==> src/rtl/busseq_pkg.sv <==
package busseq_pkg;

  typedef enum logic [2:0] {
    ST_IDLE = 3'd0,
    ST_T1   = 3'd1,
    ST_T2   = 3'd2,
    ST_T3   = 3'd3,
    ST_TW   = 3'd4,
    ST_T4   = 3'd5
  } bus_state_t;

  typedef struct packed {
    logic       write;
    logic       io;
    logic       word;
    logic [1:0] segsel;
  } cyc_attr_t;

endpackage

==> src/rtl/busseq_addr.sv <==
module busseq_addr #(
  parameter int SEG_W = 16,
  parameter int OFF_W = 16,
  parameter int SHIFT = 4,
  localparam int ADDR_W = SEG_W + SHIFT
) (
  input  logic [SEG_W-1:0]  seg,
  input  logic [OFF_W-1:0]  off,
  output logic [ADDR_W-1:0] phys
);

  logic [ADDR_W-1:0] base_ext;
  logic [ADDR_W-1:0] off_ext;

  assign base_ext = {seg, {SHIFT{1'b0}}};

  generate
    if (OFF_W < ADDR_W) begin : g_off_pad
      assign off_ext = {{(ADDR_W-OFF_W){1'b0}}, off};
    end else begin : g_off_trim
      assign off_ext = off[ADDR_W-1:0];
    end
  endgenerate

  // carry out of the top bit is dropped: sum wraps within the address space
  assign phys = base_ext + off_ext;

endmodule

==> src/rtl/busseq_fsm.sv <==
module busseq_fsm
  import busseq_pkg::*;
(
  input  logic       clk,
  input  logic       rst_n,
  input  logic       start,
  input  logic       ready_in,
  output bus_state_t state,
  output logic       cap_en,
  output logic       done,
  output logic       idle
);

  bus_state_t state_q, state_d;

  always_comb begin
    state_d = state_q;
    case (state_q)
      ST_IDLE: if (start) state_d = ST_T1;
      ST_T1:   state_d = ST_T2;
      ST_T2:   state_d = ST_T3;
      ST_T3:   state_d = ready_in ? ST_T4 : ST_TW;
      ST_TW:   state_d = ready_in ? ST_T4 : ST_TW;
      ST_T4:   state_d = ST_IDLE;
      default: state_d = ST_IDLE;
    endcase
  end

  always_ff @(posedge clk or negedge rst_n) begin
    if (!rst_n) state_q <= ST_IDLE;
    else        state_q <= state_d;
  end

  assign state  = state_q;
  assign cap_en = ((state_q == ST_T3) || (state_q == ST_TW)) && ready_in;
  assign done   = (state_q == ST_T4);
  assign idle   = (state_q == ST_IDLE);

  // completion only follows a high ready sample
  p_done_after_ready_r4: assert property (@(posedge clk) disable iff (!rst_n)
    $rose(done) |-> $past(ready_in));

  // completion is a single cycle and is followed by idle
  p_done_then_idle_r6: assert property (@(posedge clk) disable iff (!rst_n)
    done |=> (idle && !done));

endmodule

==> src/rtl/busseq_pins.sv <==
module busseq_pins
  import busseq_pkg::*;
#(
  parameter int ADDR_W = 20,
  parameter int DATA_W = 16,
  localparam int TOP_W = ADDR_W - DATA_W
) (
  input  bus_state_t        state,
  input  cyc_attr_t         attr,
  input  logic [ADDR_W-1:0] addr,
  input  logic [DATA_W-1:0] wdata,
  output logic [DATA_W-1:0] ad_out,
  output logic              ad_oe,
  output logic [TOP_W-1:0]  as_out,
  output logic              bhe_n,
  output logic              ale,
  output logic              io_m,
  output logic              rd_n,
  output logic              wr_n,
  output logic              den_n,
  output logic              dt_r
);

  logic addr_ph, data_ph, strobe_ph, active;
  logic [TOP_W-1:0] status;

  always_comb begin
    addr_ph   = (state == ST_T1);
    strobe_ph = (state == ST_T2) || (state == ST_T3) || (state == ST_TW);
    data_ph   = strobe_ph || (state == ST_T4);
    active    = (state != ST_IDLE);

    status      = '0;
    status[1:0] = attr.segsel;

    ale    = addr_ph;
    ad_oe  = addr_ph || (data_ph && attr.write);
    if (addr_ph)                     ad_out = addr[DATA_W-1:0];
    else if (data_ph && attr.write)  ad_out = wdata;
    else                             ad_out = '0;

    if (addr_ph)     as_out = addr[ADDR_W-1:DATA_W];
    else if (active) as_out = status;
    else             as_out = '0;

    if (addr_ph)     bhe_n = !(attr.word || addr[0]);
    else if (active) bhe_n = 1'b0;
    else             bhe_n = 1'b1;

    rd_n  = !(strobe_ph && !attr.write);
    wr_n  = !(strobe_ph &&  attr.write);
    den_n = !strobe_ph;
    io_m  = active && attr.io;
    dt_r  = active ? attr.write : 1'b1;
  end

endmodule

==> src/rtl/busseq_unit.sv <==
module busseq_unit
  import busseq_pkg::*;
#(
  parameter int SEG_W  = 16,
  parameter int OFF_W  = 16,
  parameter int SHIFT  = 4,
  parameter int DATA_W = 16,
  localparam int ADDR_W = SEG_W + SHIFT,
  localparam int TOP_W  = ADDR_W - DATA_W
) (
  input  logic              clk,
  input  logic              rst_n,
  input  logic              req_valid,
  input  logic [SEG_W-1:0]  req_seg,
  input  logic [OFF_W-1:0]  req_off,
  input  logic              req_write,
  input  logic              req_io,
  input  logic              req_word,
  input  logic [1:0]        req_segsel,
  input  logic [DATA_W-1:0] req_wdata,
  input  logic              ready_in,
  input  logic [DATA_W-1:0] ad_in,
  output logic              cyc_idle,
  output logic [DATA_W-1:0] ad_out,
  output logic              ad_oe,
  output logic [TOP_W-1:0]  as_out,
  output logic              bhe_n,
  output logic              ale,
  output logic              io_m,
  output logic              rd_n,
  output logic              wr_n,
  output logic              den_n,
  output logic              dt_r,
  output logic [DATA_W-1:0] rdata,
  output logic              done
);

  bus_state_t        state;
  logic              start, cap_en, idle;
  logic [ADDR_W-1:0] phys;
  logic [ADDR_W-1:0] addr_q;
  logic [DATA_W-1:0] wdata_q, rdata_q;
  cyc_attr_t         attr_q, attr_d;

  assign start  = req_valid && idle;
  assign attr_d = '{write: req_write, io: req_io, word: req_word, segsel: req_segsel};

  busseq_addr #(.SEG_W(SEG_W), .OFF_W(OFF_W), .SHIFT(SHIFT)) u_addr (
    .seg  (req_seg),
    .off  (req_off),
    .phys (phys)
  );

  busseq_fsm u_fsm (
    .clk      (clk),
    .rst_n    (rst_n),
    .start    (start),
    .ready_in (ready_in),
    .state    (state),
    .cap_en   (cap_en),
    .done     (done),
    .idle     (idle)
  );

  // request capture, enabled only on acceptance
  always_ff @(posedge clk or negedge rst_n) begin
    if (!rst_n) begin
      addr_q  <= '0;
      wdata_q <= '0;
      attr_q  <= '0;
    end else if (start) begin
      addr_q  <= phys;
      wdata_q <= req_wdata;
      attr_q  <= attr_d;
    end
  end

  // read data capture, enabled on the last ready sample
  always_ff @(posedge clk or negedge rst_n) begin
    if (!rst_n)      rdata_q <= '0;
    else if (cap_en) rdata_q <= ad_in;
  end

  busseq_pins #(.ADDR_W(ADDR_W), .DATA_W(DATA_W)) u_pins (
    .state  (state),
    .attr   (attr_q),
    .addr   (addr_q),
    .wdata  (wdata_q),
    .ad_out (ad_out),
    .ad_oe  (ad_oe),
    .as_out (as_out),
    .bhe_n  (bhe_n),
    .ale    (ale),
    .io_m   (io_m),
    .rd_n   (rd_n),
    .wr_n   (wr_n),
    .den_n  (den_n),
    .dt_r   (dt_r)
  );

  assign cyc_idle = idle;
  assign rdata    = rdata_q;

  // the latch strobe never lasts two cycles
  p_ale_single_r2: assert property (@(posedge clk) disable iff (!rst_n)
    ale |=> !ale);

  // read and write strobes are mutually exclusive
  p_strobe_excl_r3: assert property (@(posedge clk) disable iff (!rst_n)
    !(!rd_n && !wr_n));

  // transceiver enable only alongside a data strobe
  p_den_with_strobe_r3: assert property (@(posedge clk) disable iff (!rst_n)
    !den_n |-> (!rd_n || !wr_n));

  // space and direction hold once the address phase is over
  p_iom_stable_r7: assert property (@(posedge clk) disable iff (!rst_n)
    (!cyc_idle && !ale) |-> ($stable(io_m) && $stable(dt_r)));

  // no latch strobe right after a cycle ends
  p_no_start_after_done_r11: assert property (@(posedge clk) disable iff (!rst_n)
    done |=> !ale);

endmodule

==> config.mk <==
export PLATFORM = sky130hd
export DESIGN_NAME = busseq_unit
export DESIGN_NICKNAME = d
export VERILOG_FILES = /design/src/rtl/busseq_pkg.sv /design/src/rtl/busseq_addr.sv /design/src/rtl/busseq_fsm.sv /design/src/rtl/busseq_pins.sv /design/src/rtl/busseq_unit.sv
export SDC_FILE = /design/constraint.sdc
export NUM_CORES = 1
export LEC_CHECK = 0
export BUFFER_PORTS_ARGS = -buffer_cell sky130_fd_sc_hd__buf_2
export CORE_MARGIN = 8
export CORE_UTILIZATION = 25
export CTS_CLUSTER_DIAMETER = 60
export DETAILED_ROUTE_END_ITERATION = 16
export SYNTH_ARGS = -nofsm -noshare
export SYNTH_HDL_FRONTEND = slang
export SYNTH_SLANG_ARGS = --single-unit
==> constraint.sdc <==
create_clock -name clk -period 2.05 [get_ports clk]
set_clock_uncertainty 0.1 [all_clocks]
set_input_delay 0.5125 -clock clk [delete_from_list [all_inputs] [get_ports clk]]
set_output_delay 0.5125 -clock clk [all_outputs]
set_load 0.02 [all_outputs]
==> results of run 1 <==
## metal layers
| layer | up-vias | GRT usage |
|---|---|---|
| met5 | - | 0 |
| met2 | 91 | 0.208 |
| met4 | 0 | 0.0581 |
| li1 | 1589 | - |
| met1 | 1496 | 0.148 |
| met3 | 11 | 0.0268 |
## per-stage QoR
stage                util  area (sq um)  worst slack, ns
global placement    0.342          4450           -0.387
finish              0.403          5250           -0.311
global route        0.403          5250           -0.389
floorplan               -          3400           -0.173
detailed placement  0.342          4450           -0.444
CTS                 0.380          4950           -0.291
## kinds of logic after synthesis
| family | after synthesis | synth area share |
|---|---|---|
| AND/OR/NAND/NOR | 188 | 0.245 |
| flip-flops | 60 | 0.458 |
| buffers and inverters | 24 | 0.0366 |
| adder cells (fa/ha/maj) | 13 | 0.0519 |
| multiplexers | 17 | 0.0584 |
| XOR/XNOR | 7 | 0.0187 |
| AO/OA/AOI/OAI | 64 | 0.132 |
## critical path, delay by kind of cell (launching register included)
kind            cells  cell delay [ns]
flops               1             0.42
simple gates        2             0.21
buf+inv             2             0.38
compound gates      3             0.43
## registers in the layout, indices dropped and copies added (netlist names)
| signal | flops |
|---|---|
| u_fsm.state | 3 |
| addr_q | 20 |
| wdata_q | 16 |
| attr_q | 5 |
| rdata | 16 |
## cell usage after synthesis, drive strengths merged (2+ instances only)
library cell    n
nand2         138
dfrtp          60
a21oi          25
mux2           17
nor2           16
buf            13
ha             12
o21ai          11
nand3           8
and2            7
inv             7
a21o            5
xnor2           5
a211o           4
clkbuf          4
nor2b           4
nor3            4
nand4           3
o311ai          3
a21boi          2
a22o            2
nand2b          2
o211ai          2
o21a            2
o31ai           2
or2             2
xor2            2
## where the power goes
| group | switching, W | internal (W) | total, W |
|---|---|---|---|
| sequential | 0.000333 | 0.00176 | 0.00210 |
| clock | 0.000485 | 0.000871 | 0.00136 |
| combinational | 0.00241 | 0.00210 | 0.00451 |
| total | 0.00323 | 0.00473 | 0.00796 |
## worst max-delay path by stage
stage	start	end	slack, ns	cells after the start
after floorplan	req_seg[0]	addr_q[16]	-0.17	8
after global placement	req_seg[0]	addr_q[16]	-0.39	9
after detailed placement	req_seg[0]	addr_q[16]	-0.44	9
after CTS	u_fsm.state[1]	ad_out[12]	-0.29	7
after global routing	u_fsm.state[1]	ad_out[8]	-0.39	7
final	u_fsm.state[0]	ad_out[8]	-0.31	7
## cells in the final DEF (no fill, tap or decap), types with 4 or more instances in the layout
| cell type | n |
|---|---|
| clkbuf_16 | 11 |
| o21ai_0 | 7 |
| dfrtp_1 | 58 |
| a21oi_4 | 6 |
| a21oi_2 | 16 |
| inv_1 | 5 |
| mux2_2 | 16 |
| buf_6 | 29 |
| buf_4 | 48 |
| buf_12 | 4 |
| buf_2 | 89 |
| a211o_1 | 4 |
| nor2_1 | 13 |
| nand2_1 | 129 |
| and2_4 | 4 |
| xnor2_1 | 4 |
| nand2_2 | 7 |
| nand3_1 | 8 |
| a21o_1 | 5 |
| ha_1 | 10 |
## timing repair
action                                  CTS  global route
resized for setup                        44            57
pin swaps                                12            12
cloned                                    1             2
buffers inserted                          9             5
endpoints found under the setup margin   31            46
## final cells by class
class | instances | area [sq um]
Fill cell | 1331 | 7780
Timing Repair Buffer | 173 | 1290
Sequential cell | 60 | 1500
Tap cell | 176 | 220
Multi-Input combinational cell | 289 | 1930
Clock buffer | 13 | 260
Clock inverter | 2 | 10.0
Inverter | 7 | 36.3
==> results.py, run 1 <==
metrics = {
    "worst_setup_path": {
        "slowest_delay_ns": 0.42,
        "r2r_end": "addr_q[16]",
        "reg2reg_depth": 7,
        "path_max_fanout": 6,
        "crit_required_ns": 1.44,
        "startpoint_type": "flip-flop",
        "critPathCaptureType": "output pin",
        "critPathKind": "reg -> out",
        "cp_slowest_cell": "dfrtp_2",
        "timing.rr.start": "u_fsm.state[1]",
        "crit_top_cell": "a21oi_2",
        "cp_cell_sequence": "nor2b_4 -> a21oi_2 -> nor2_2 -> a31oi_4 -> clkbuf_16 -> a21oi_2 -> buf_4",
        "rrSetupSlack_ns": 0.08,
        "worst_ep_arrival_time_ns": 1.75,
    },
    "yosys": {
        "syn_nets": 459,
        "synth_seq_cells": 60,
        "ys.flop_type": "dfrtp_1",
        "synth_area_sq_um": 3280,
        "synth_edf_count": 0,
        "synthArstFlopShare": 1.00,
        "synth_top_area_cell": "dfrtp_1",
        "synth.area.top_cells": "dfrtp_1, nand2_1, mux2_2, ha_1, a21oi_1",
        "yosysUniqueCellTypes": 49,
        "yosys_warnings": 0,
        "synth_cells": 373,
        "syn_area_per_cell_sq_um": 8.79,
        "yosysSeqAreaShare": 0.458,
        "yosysTopAreaCellShare": 0.458,
    },
    "routing": {
        "drt_iter0_drc": 136,
        "ant_nets": 0,
        "wl_met1_mm": 4.38,
        "vias_per_cell": 4.43,
        "drc": 0,
        "num_vias": 3187,
        "wirelength_mm": 10.7,
        "wl_per_cell_um": 14.9,
        "highest_layer": "met4",
        "dr_wl_met2_mm": 5.42,
        "drt_pass1_iterations": 4,
        "wl_met3_um": 720,
    },
    "floorplanning": {
        "start_util": 0.252,
        "die_y_um": 131,
        "die-area_sq_um": 17000,
        "core-area_sq_um": 13000,
        "row_count": 42,
        "ios": 119,
        "fp.dieW_um": 131,
    },
    "global_routing": {
        "grt_pass1_vias": 3335,
        "grt_overflow": 0,
        "grt_pass1_wl_mm": 16.5,
        "grt_use_total": 0.124,
        "antenna_found_initial": 0,
        "grt_max_degree": 61,
    },
    "cells_and_area": {
        "final_cells": 720,
        "diodes": 0,
        "final_layout_size_suffix_gt1_frac": 0.489,
        "area_growth_pct": 60.2,
        "fin_nets": 626,
    },
    "pwr": {
        "vdd_drop_max_mv": 0.436,
        "power.leakage_nw": 2.58,
        "power_density_nw_per_um2": 1520,
        "finalPower_w": 0.00796,
    },
    "status": {
        "status": "complete, but fails checks",
        "violations": "negative setup slack",
    },
    "sta": {
        "relSlewSlack": 0.787,
        "hold_viol_final": 0,
        "hold_slack_ns": 0.0974,
        "finalSetupViolCount": 30,
        "slew_violations": 0,
        "tns_ns": -6.85,
        "rsz0062_at_grt": "true",
        "min_period_ns": 2.36,
        "worst_pin_slew_ns": 0.319,
        "final.period_utilization": 1.15,
        "worst_slack_ns": -0.311,
        "fmax_mhz": 424,
    },
    "clock_network": {
        "clockBufferDepth": 2,
        "cts_buffers": 9,
        "cts.sinks": 60,
        "cts_max_level": 3,
        "clk_latency_ns": 0.32,
        "clk_pin_slew_ns": 0.05,
        "cts_hold_buf": 0,
        "cts-root-buf": "clkbuf_16",
        "cts_tree": "done",
    },
    "job": {
        "cap_violations": 0,
    },
    "worst_hold_path": {
        "min_path_type": "in -> async",
    },
    "placed_design": {
        "placed_cells": 689,
        "gp_congestion": 0.800,
        "io_buffers": 118,
        "place_hpwl_mm": 7.71,
    },
}
(Power assumes the default switching activity.)
==> inputs of run 2 (changes only) <==
--- a/config.mk
+++ b/config.mk
@@ -7,9 +7,10 @@
 export LEC_CHECK = 0
 export BUFFER_PORTS_ARGS = -buffer_cell sky130_fd_sc_hd__buf_2
 export CORE_MARGIN = 8
-export CORE_UTILIZATION = 25
+export CORE_UTILIZATION = 45
 export CTS_CLUSTER_DIAMETER = 60
 export DETAILED_ROUTE_END_ITERATION = 16
+export PLACE_DENSITY = 0.77
 export SYNTH_ARGS = -nofsm -noshare
 export SYNTH_HDL_FRONTEND = slang
 export SYNTH_SLANG_ARGS = --single-unit
==> results.py, run 2 (synthesis gave the netlist of run 1 again) <==
metrics = {
    "status": {
        "status": "complete, but fails checks",
        "violations": "negative setup slack",
    },
    "cells_and_area": {
        "final_layout_size_suffix_gt1_frac": 0.476,
        "diodes": 0,
        "final_cell_mix": "nand2_1, buf_2, dfrtp_1",
        "largest_reg_flops": 20,
        "final_util": 0.701,
        "top_register": "addr_q",
        "fin_nets": 625,
        "area_growth_pct": 52.6,
        "layout_commonest_cell": "nand2_1",
    },
    "global_routing": {
        "antenna_found_initial": 0,
        "grtUsageMet3": 0.0502,
        "met2_usage": 0.311,
        "grt_max_degree": 30,
        "top_usage_layer": "met2",
        "grt_pass1_wl_mm": 15.8,
        "grt_use_total": 0.191,
        "grt_overflow": 0,
        "use_met1": 0.237,
        "grt_pass1_vias": 3312,
    },
    "worst_setup_path": {
        "path_max_fanout": 6,
        "crit_required_ns": 1.44,
        "critPathKind": "reg -> out",
        "timing.rr.start": "u_fsm.state[1]",
        "startpoint_type": "flip-flop",
        "critPathCaptureType": "output pin",
        "worst_ep_arrival_time_ns": 1.84,
        "worstSetupStartpoint": "u_fsm.state[1]",
    },
    "job": {
        "cap_violations": 0,
    },
    "routing": {
        "drt_pass1_iterations": 4,
        "vias_per_cell": 5.10,
        "drc": 0,
        "wirelength_mm": 10.1,
        "ant_nets": 0,
        "drt_iter0_drc": 128,
        "num_vias": 3278,
        "wl_per_cell_um": 15.7,
    },
    "clock_network": {
        "cts-root-buf": "clkbuf_8",
        "clockBufferDepth": 2,
        "clk_pin_slew_ns": 0.08,
        "cts_buffers": 9,
        "clk_latency_ns": 0.34,
        "cts_max_level": 3,
        "cts_tree": "done",
        "cts.sinks": 60,
    },
    "floorplanning": {
        "ios": 119,
        "core-area_sq_um": 7140,
        "die-area_sq_um": 10300,
        "fp.dieW_um": 101,
        "die_y_um": 101,
        "row_count": 31,
        "start_util": 0.460,
    },
    "sta": {
        "rsz0062_at_grt": "true",
        "hold_viol_final": 0,
        "min_period_ns": 2.46,
        "worst_pin_slew_ns": 0.479,
        "final.period_utilization": 1.20,
        "fmax_mhz": 407,
        "tns_ns": -8.74,
        "finalSetupViolCount": 31,
        "slew_violations": 0,
        "worst_slack_ns": -0.406,
        "relSlewSlack": 0.681,
    },
    "pwr": {
        "power_density_nw_per_um2": 1520,
        "power.leakage_nw": 2.53,
        "vdd_drop_max_mv": 0.584,
    },
    "placed_design": {
        "gp_congestion": 0.940,
        "io_buffers": 118,
        "place_hpwl_mm": 7.20,
    },
    "worst_hold_path": {
        "min_path_type": "in -> async",
    },
}
[run 2: changes by cell type in the layout (fill, tap and decap cells not counted), sizes merged]
cell,change
bufinv,+2
clkbuf,-4
clkinvlp,+2
[run 2: layout make-up]
| class | instances | area (sq um) |
|---|---|---|
| sequential | 60 | 1500 |
| multi-input combinational | 289 | 1900 |
| tap | 99 | 124 |
| inverter | 7 | 26.3 |
| clock buffer | 10 | 128 |
| timing repair buffer | 172 | 1240 |
| fill | 528 | 2130 |
| clock inverter | 6 | 88.8 |
[run 2: worst max-delay path: stages (launching register included)]
cell	delay, ns
dfrtp_1	0.42
buf_6	0.15
a21oi_4	0.17
nor2_2	0.09
a31oi_4	0.27
clkbuf_16	0.22
a21oi_2	0.04
buf_6	0.13
[run 2: repair_timing]
action                                  4_1_cts  5_1_grt
pin swaps                                     8       14
hold buffers                                  0        0
hold endpoints to repair                      0        0
gates cloned                                  0        1
endpoints found under the setup margin       29       62
gates resized for setup                      56       39
buffers inserted                             12        3
[run 2: power breakdown]
| part | switching (W) | leakage [nW] | total [W] | internal, W |
|---|---|---|---|---|
| clock | 0.000492 | 0.102 | 0.00118 | 0.000684 |
| sequential | 0.000343 | 0.736 | 0.00210 | 0.00176 |
| combinational | 0.00232 | 1.70 | 0.00434 | 0.00202 |
| total | 0.00316 | 2.53 | 0.00762 | 0.00446 |
[run 2: final timing paths]
kind | slack [ns] | end | cells after the start
setup reg to reg | 0.06 | addr_q[16] | 8
hold reg to reg | 0.37 | wdata_q[13] | 2
hold / removal | 0.02 | addr_q[3] | 1
min in group clk | 0.26 | addr_q[2] | 3
max in group asynchronous | 1.17 | wdata_q[6] | 2
setup / recovery | -0.41 | ad_out[1] | 7
[run 2: per-layer routing]
layer | wire length [um] | share of wire
met5 | 0 | 0
met4 | 184 | 0.018
met3 | 782 | 0.077
met2 | 4880 | 0.48
met1 | 4270 | 0.42
[run 2: through the flow]
step | instances | hold slack [ns] | cell area (sq um) | total power [W] | worst slack (ns)
finish | 643 | 0.0172 | 5000 | 0.00762 | -0.406
global route | 643 | 0.0424 | 5000 | 0.00808 | -0.452
CTS | 639 | 0.0340 | 4810 | 0.00720 | -0.255
detailed placement | 611 | 0.362 | 4320 | 0.00547 | -0.400
global placement | 611 | 0.351 | 4320 | 0.00537 | -0.360
floorplan | 373 | 0.117 | 3400 | 0.00432 | -0.173
